### src/rtl/subch_pkg.sv
package subch_pkg;
  localparam int SLOT_W = 8;
  localparam int POS_W  = $clog2(SLOT_W);
  localparam int CNT_W  = $clog2(SLOT_W);
  localparam int WIN_W  = 2 * SLOT_W;

  // field mask in a double-width window so that spill past the MSB stays visible
  function automatic logic [WIN_W-1:0] span_mask(input logic [POS_W-1:0] start,
                                                 input logic [CNT_W-1:0] cm1);
    return ((WIN_W'(2) << cm1) - WIN_W'(1)) << start;
  endfunction
endpackage

### src/rtl/subch_tx_lane.sv
module subch_tx_lane
  import subch_pkg::*;
(
  input  logic              clk,
  input  logic              rst,
  input  logic              frame,
  input  logic              en,
  input  logic [POS_W-1:0]  start,
  input  logic [CNT_W-1:0]  cm1,
  input  logic [SLOT_W-1:0] head,
  input  logic              head_ok,
  output logic              take,
  output logic [SLOT_W-1:0] fmask,
  output logic [SLOT_W-1:0] fval,
  output logic              underrun
);
  localparam logic [CNT_W:0] FULL = (CNT_W+1)'(SLOT_W);

  logic [SLOT_W-1:0] cur;
  logic [CNT_W:0]    ptr;
  logic              have;
  logic [CNT_W:0]    cnt, avail, rest;
  logic [WIN_W-1:0]  win, sp;
  logic              need, starve;

  always_comb begin
    cnt    = {1'b0, cm1} + 1'b1;
    avail  = have ? (FULL - ptr) : '0;
    need   = cnt > avail;
    rest   = cnt - avail;
    starve = need && !head_ok;
    win    = have ? ({head, cur} >> ptr) : {{SLOT_W{1'b0}}, head};
    sp     = span_mask(start, cm1);
    fmask  = en ? sp[SLOT_W-1:0] : '0;
    fval   = starve ? {SLOT_W{1'b1}} : (win[SLOT_W-1:0] << start);
    take   = frame && en && need && head_ok;
  end

  always_ff @(posedge clk) begin
    if (rst) begin
      cur <= '0; ptr <= '0; have <= 1'b0; underrun <= 1'b0;
    end else begin
      if (frame) underrun <= en && starve;
      if (!en) begin
        cur <= '0; ptr <= '0; have <= 1'b0;
      end else if (frame) begin
        if (starve) begin
          ptr <= '0; have <= 1'b0;
        end else if (need) begin
          cur  <= head;
          ptr  <= rest;
          have <= rest != FULL;
        end else begin
          ptr  <= ptr + cnt;
          have <= (ptr + cnt) != FULL;
        end
      end
    end
  end


  no_pop_empty_chk: assert property (@(posedge clk) disable iff (rst)
    take |-> head_ok);

  underrun_nopop_chk: assert property (@(posedge clk) disable iff (rst)
    (underrun && $past(frame)) |-> !$past(take));
endmodule

### src/rtl/subch_rx_lane.sv
module subch_rx_lane
  import subch_pkg::*;
(
  input  logic              clk,
  input  logic              rst,
  input  logic              frame,
  input  logic              en,
  input  logic [POS_W-1:0]  start,
  input  logic [CNT_W-1:0]  cm1,
  input  logic [SLOT_W-1:0] ch,
  input  logic              space,
  output logic [SLOT_W-1:0] byte_o,
  output logic              push,
  output logic              ovf
);
  logic [SLOT_W-1:0] acc;
  logic [CNT_W:0]    fill, cnt, nfill;
  logic [WIN_W-1:0]  fld, merged;
  logic              full;

  always_comb begin
    cnt    = {1'b0, cm1} + 1'b1;
    fld    = {{SLOT_W{1'b0}}, (ch >> start)} & ((WIN_W'(2) << cm1) - WIN_W'(1));
    merged = {{SLOT_W{1'b0}}, acc} | (fld << fill);
    nfill  = fill + cnt;
    full   = nfill[CNT_W];
  end

  always_ff @(posedge clk) begin
    if (rst) begin
      acc <= '0; fill <= '0; byte_o <= '0; push <= 1'b0; ovf <= 1'b0;
    end else begin
      push <= 1'b0;
      if (frame) ovf <= en && full && !space;
      if (!en) begin
        acc <= '0; fill <= '0;
      end else if (frame) begin
        if (full) begin
          if (space) byte_o <= merged[SLOT_W-1:0];
          push <= space;
          acc  <= merged[WIN_W-1:SLOT_W];
          fill <= nfill - (CNT_W+1)'(SLOT_W);
        end else begin
          acc  <= merged[SLOT_W-1:0];
          fill <= nfill;
        end
      end
    end
  end


  rx_push_ready_chk: assert property (@(posedge clk) disable iff (rst)
    push |-> $past(space && frame && en));

  push_ovf_excl_chk: assert property (@(posedge clk) disable iff (rst)
    !(push && ovf));
endmodule

### src/rtl/subch_cfg_chk.sv
module subch_cfg_chk
  import subch_pkg::*;
#(
  parameter int N_LANES = 3
) (
  input  logic                     clk,
  input  logic                     rst,
  input  logic [N_LANES-1:0]       en,
  input  logic [N_LANES*POS_W-1:0] start,
  input  logic [N_LANES*CNT_W-1:0] cm1,
  output logic                     err
);
  logic [N_LANES-1:0][WIN_W-1:0] sp;
  logic bad;

  always_comb begin
    bad = 1'b0;
    for (int i = 0; i < N_LANES; i++)
      sp[i] = span_mask(start[i*POS_W +: POS_W], cm1[i*CNT_W +: CNT_W]);
    for (int i = 0; i < N_LANES; i++) begin
      if (en[i] && (|sp[i][WIN_W-1:SLOT_W])) bad = 1'b1;
      for (int j = i + 1; j < N_LANES; j++)
        if (en[i] && en[j] && (|(sp[i] & sp[j]))) bad = 1'b1;
    end
  end

  always_ff @(posedge clk) begin
    if (rst) err <= 1'b0;
    else     err <= bad;
  end
endmodule

### src/rtl/subch_mux.sv
module subch_mux
  import subch_pkg::*;
#(
  parameter int N_LANES = 3
) (
  input  logic                      clk,
  input  logic                      rst,
  input  logic                      frame_i,
  input  logic [N_LANES-1:0]        lane_en_i,
  input  logic [N_LANES*POS_W-1:0]  lane_start_i,
  input  logic [N_LANES*CNT_W-1:0]  lane_cnt_m1_i,
  input  logic [SLOT_W-1:0]         idle_mask_i,
  input  logic [N_LANES*SLOT_W-1:0] tx_data_i,
  input  logic [N_LANES-1:0]        tx_avail_i,
  output logic [N_LANES-1:0]        tx_take_o,
  output logic [N_LANES-1:0]        tx_underrun_o,
  output logic [SLOT_W-1:0]         ch_tx_o,
  input  logic [SLOT_W-1:0]         ch_rx_i,
  output logic [N_LANES*SLOT_W-1:0] rx_data_o,
  output logic [N_LANES-1:0]        rx_push_o,
  input  logic [N_LANES-1:0]        rx_space_i,
  output logic [N_LANES-1:0]        rx_overflow_o,
  output logic                      cfg_err_o
);
  logic [N_LANES*SLOT_W-1:0] fm_all, fv_all;
  logic [SLOT_W-1:0]         nxt;

  for (genvar l = 0; l < N_LANES; l++) begin : g_lane
    subch_tx_lane u_tx (
      .clk(clk), .rst(rst), .frame(frame_i), .en(lane_en_i[l]),
      .start(lane_start_i[l*POS_W +: POS_W]), .cm1(lane_cnt_m1_i[l*CNT_W +: CNT_W]),
      .head(tx_data_i[l*SLOT_W +: SLOT_W]), .head_ok(tx_avail_i[l]),
      .take(tx_take_o[l]), .fmask(fm_all[l*SLOT_W +: SLOT_W]),
      .fval(fv_all[l*SLOT_W +: SLOT_W]), .underrun(tx_underrun_o[l]));
    subch_rx_lane u_rx (
      .clk(clk), .rst(rst), .frame(frame_i), .en(lane_en_i[l]),
      .start(lane_start_i[l*POS_W +: POS_W]), .cm1(lane_cnt_m1_i[l*CNT_W +: CNT_W]),
      .ch(ch_rx_i), .space(rx_space_i[l]),
      .byte_o(rx_data_o[l*SLOT_W +: SLOT_W]), .push(rx_push_o[l]),
      .ovf(rx_overflow_o[l]));
  end

  subch_cfg_chk #(.N_LANES(N_LANES)) u_cfg (
    .clk(clk), .rst(rst), .en(lane_en_i), .start(lane_start_i),
    .cm1(lane_cnt_m1_i), .err(cfg_err_o));

  always_comb begin
    nxt = idle_mask_i;
    for (int l = 0; l < N_LANES; l++)
      nxt = (nxt & ~fm_all[l*SLOT_W +: SLOT_W]) |
            (fv_all[l*SLOT_W +: SLOT_W] & fm_all[l*SLOT_W +: SLOT_W]);
  end

  always_ff @(posedge clk) begin
    if (rst)          ch_tx_o <= {SLOT_W{1'b1}};
    else if (frame_i) ch_tx_o <= nxt;
  end


  ch_hold_chk: assert property (@(posedge clk) disable iff (rst)
    !$past(frame_i) |-> $stable(ch_tx_o));
endmodule

### config.mk
export PLATFORM = sky130hd
export DESIGN_NAME = subch_mux
export DESIGN_NICKNAME = d
export VERILOG_FILES = /design/src/rtl/subch_pkg.sv /design/src/rtl/subch_tx_lane.sv /design/src/rtl/subch_rx_lane.sv /design/src/rtl/subch_cfg_chk.sv /design/src/rtl/subch_mux.sv
export SDC_FILE = /design/constraint.sdc
export NUM_CORES = 1
export LEC_CHECK = 0
export CAP_MARGIN = 20
export CORE_ASPECT_RATIO = 0.8
export CORE_UTILIZATION = 45
export DETAILED_ROUTE_END_ITERATION = 8
export MAX_ROUTING_LAYER = met4
export PLACE_DENSITY = 0.64
export SLEW_MARGIN = 40
export SYNTH_ARGS = -nofsm -noshare
export SYNTH_HDL_FRONTEND = slang
export SYNTH_SLANG_ARGS = --single-unit
### constraint.sdc
create_clock -name clk -period 3.8 [get_ports clk]
set_input_delay 0.57 -clock clk [delete_from_list [all_inputs] [get_ports clk]]
set_output_delay 0.57 -clock clk [all_outputs]
set_load 0.05 [all_outputs]
==> run metrics <==
die width 198.1 um; Post-synth EDFFs 0; LEAKAGE 7.077 nW; CTS tree yes; DR vias/cell just over 6; crit path kind in2reg; Pre-antenna DRT Iters 5; crit-path max FO 9; initial antenna violation count 0; Power per Cell Area 296.5 mW/mm2; Filler Cell Count between 2000 and 3000; Worst Setup SP lane_cnt_m1_i[7]; nets@finish roughly 2100; min Tclk post-route about 3.7 ns; XOR/XNOR share of the synthesized area 2.151%; Peak VDD IR just under 0.0003 V; Post-Layout Cell Count 2428; clk buf depth 2; worst path cell trace clkdlybuf4s50_1 -> ha_1 -> ha_2 -> or4b_1 -> o211a_1 -> mux2_2 -> mux4_2 -> a221o_1 -> a2111oi_0 -> and4b_1 -> o221ai_1; Seq. cell area about 0.0023 mm2; Hold Crit Depth 2; pin count of the biggest net entering global routing 83; DIE AREA approximately 0.031 mm2; capture point of the worst path u_cfg.err$_SDFF_PP0_; max cap viols 0; Root Buffer clkbuf_16; Clock Skews around 0.014 ns; layout cell share with drive strength beyond 1 approximately a quarter; crit end category register; slowest cell on the critical path clkdlybuf4s50_1; worst r2r src g_lane[1].u_tx.ptr[1]$_SDFFE_PP0P_; Syn-to-layout area delta 28.22%; htree depth 4; Worst Hold Class reg2reg; flop-to-flop setup slack roughly 0.3 ns; # rows between 50 and 60; period utilization 98.16%; syn avg cell area between 7 and 8 um2; HPWL Detailed 38960 um; net count after synthesis 1874; Setup-failing EPs final 0; Yosys warning count 0; combinational family with the most area after synthesis compound AO/OA/AOI/OAI gates; crit start category primary input; Worst EP required between 4 and 5 ns; Mapped Area 0.01385 mm2; Post-Synth Simple-Gate Area 20.69%; final hold violation count 0; slowest cell delay on critical path 0.53 ns; CP arrival 4.03 ns; Slew HR 48.03%; CTS Sinks about 110; Reg-to-Reg End ch_tx_o[6]$_SDFFE_PP1P_; total grt overflow 0; placed cells ~2400; fmax 268.1 MHz; critical path depth 11; Sum Neg Setup Slack 0 ns; outcome complete, no violations; multiplexer area fraction after synthesis a little over a fifth; Core ar. just over 0.03 mm2; Post-synth ARST share 0%; clk slew on worst S/H paths approximately 0.07 ns; final wirelength between 50000 and 60000 um; first-pass GRT wire length a little under 80000 um; Seq/Total Area, Yosys 16.48%; post-route ant nets 0; Slew @ Worst Pin 0.7766 ns; # IOs 115; drt wl/cell between 20 and 25 um; Worst Reg-to-Reg Cells 16; RSZ-0062 raised after global routing true; initial cell density of the core a little under half; # diodes 0; beginning of the worst hold path g_lane[1].u_rx.acc[3]$_SDFFE_PP0P_; gr usage total around a third; RD Place Congestion a little under 1; Synth Area in Compound Gates between 20% and 30%; clock latency on the worst-skew pair 0.44 ns; Most used DFF post-synth dfxtp_1; library cells used by synthesis 97; input/output buffers 114; max-slew violations 0; Num CTS Buffers 17; via count between 15000 and 20000; area of the multi-input gates 0.01063 mm2; Post-Synth Adder-Cell Area approximately 6.2%; Crit path buffers/inverters 1; Post-Syn Instances between 1500 and 2000; die height 158.9 um; FF+latch count, synth between 100 and 150; DRC 0; vias in the first global route 14203; post-layout power about 5.3 mW; delay-heaviest family, CP compound AO/OA/AOI/OAI gates; drt first-iter violations between 1000 and 1500
-- per-stage QoR --
stage | cell area [um2] | setup slack [ns] | util, % | hold WS [ns]
finish | 17750 | 0.07007 | 58.58 | 0.4582
global route | 17750 | -0.01982 | 58.58 | 0.4794
CTS | 17600 | 0.01558 | 58.06 | 0.4583
detailed placement | 16980 | -0.4357 | 56.02 | 0.4497
global placement | 16980 | -0.4204 | 56.00 | 0.4446
floorplan | 13870 | -0.01918 | - | 0.4361
-- power breakdown --
part	leakage (nW)	total (mW)	internal, mW	switching (mW)
Sequential	0.927	1.31	1.24	0.0628
Clock	0.298	1.73	0.998	0.732
Combinational	5.85	2.23	1.02	1.21
-- cells in the mapped netlist (17+ instances only) --
cell      number  area [um2]
o211ai_1      25       187.7
buf_2         20       100.1
clkbuf_1      99       371.6
nand2b_1      30       187.7
o21ai_0       77       385.4
mux4_2        64        1441
o221ai_1      17       148.9
o22ai_1       22       137.6
and2_1        17       106.4
nand2_1      147       551.8
a21oi_1      104       520.5
nor2_1       174       653.1
nor3_1        53       265.3
mux2i_1       97       970.9
xnor2_1       26       227.7
ha_1          54       675.7
a31oi_1       24       150.1
inv_1         78       292.8
nor2b_1       28       175.2
nand3_1       31       155.2
mux2_2        34       382.9
a211oi_1      53       397.9
dfxtp_1      114        2282
-- tightest hold or removal path: cells and delay by family (launching register included) --
kind | cells | cell delay (ns)
compound gates | 1 | 0.05
flops | 1 | 0.31
simple gates | 1 | 0.05
-- how the worst min path moves through the flow --
stage | endpoint | slack [ns]
6_report | g_lane[1].u_rx.acc[3]$_SDFFE_PP0P_ | 0.46
2_1_floorplan | g_lane[1].u_rx.acc[3]$_SDFFE_PP0P_ | 0.44
5_1_grt | g_lane[2].u_rx.byte_o[3]$_SDFFE_PP0P_ | 0.48
3_3_place_gp | g_lane[1].u_rx.acc[3]$_SDFFE_PP0P_ | 0.44
4_1_cts | g_lane[1].u_rx.acc[3]$_SDFFE_PP0P_ | 0.46
3_5_place_dp | g_lane[1].u_rx.acc[3]$_SDFFE_PP0P_ | 0.45
-- state kept, by name, summed over array words and instances (netlist names) --
register,cells
ch_tx_o,8
g_lane.u_rx.acc,24
g_lane.u_tx.have,3
g_lane.u_rx.push,3
u_cfg.err,1
g_lane.u_tx.underrun,3
g_lane.u_tx.ptr,12
g_lane.u_rx.ovf,3
g_lane.u_rx.byte_o,24
g_lane.u_rx.fill,9
g_lane.u_tx.cur,24
-- metal layers --
metal	wire [um]	global-route usage [%]	up-vias
li1	-	-	7085
met1	22440	44.69	7237
met2	22560	49.23	669
met3	3892	4.949	97
met4	1264	9.972	0
met5	0	-	-
-- placed cells by master, fill, tap and decap left out, types with 11 or more instances in the layout --
cell and n:
dfxtp_1 113, mux2i_1 96, a211oi_1 51, nand3_1 31, a21o_1 15, o211ai_1 25, xnor2_1 26, ha_1 52
nor2_1 173, inv_1 78, nand2_1 147, o31ai_1 13, a31oi_1 23, mux4_2 64, buf_4 283, clkbuf_16 17
nor2b_1 26, o22ai_1 20, a221oi_1 11, and2_1 16, clkdlybuf4s50_1 106, a21oi_1 103, o21ai_0 72, o21a_1 13
mux2_2 34, o221ai_1 16, nand2b_1 28, nor3_1 52
-- area by class of cell --
| type | count | share of cell area, % |
|---|---|---|
| multi-input combinational | 1379 | 59.85 |
| timing repair buffer | 403 | 19.11 |
| sequential | 114 | 12.86 |
| tap | 413 | 2.911 |
| clock buffer | 17 | 2.396 |
| inverter | 87 | 1.839 |
| clock inverter | 15 | 1.029 |
-- cell families (layout without fill, tap and decap cells) --
| kind of cell | count (synthesis) | count (layout) |
|---|---|---|
| AOI/OAI and AO/OA | 498 | 498 |
| xor gates and xnor gates | 34 | 34 |
| adders and majority gates | 63 | 63 |
| buffers and inverters | 248 | 522 |
| DFF | 114 | 114 |
| muxes | 202 | 202 |
| and+or+nand+nor | 582 | 582 |
-- repair_timing --
action / CTS / global route
setup buffers: 0 / 0
pin swaps: 0 / 2
endpoints found under the setup margin: 2 / 17
gates resized for setup: 5 / 37
hold buffers: 0 / 0
(Power assumes the default switching activity.)
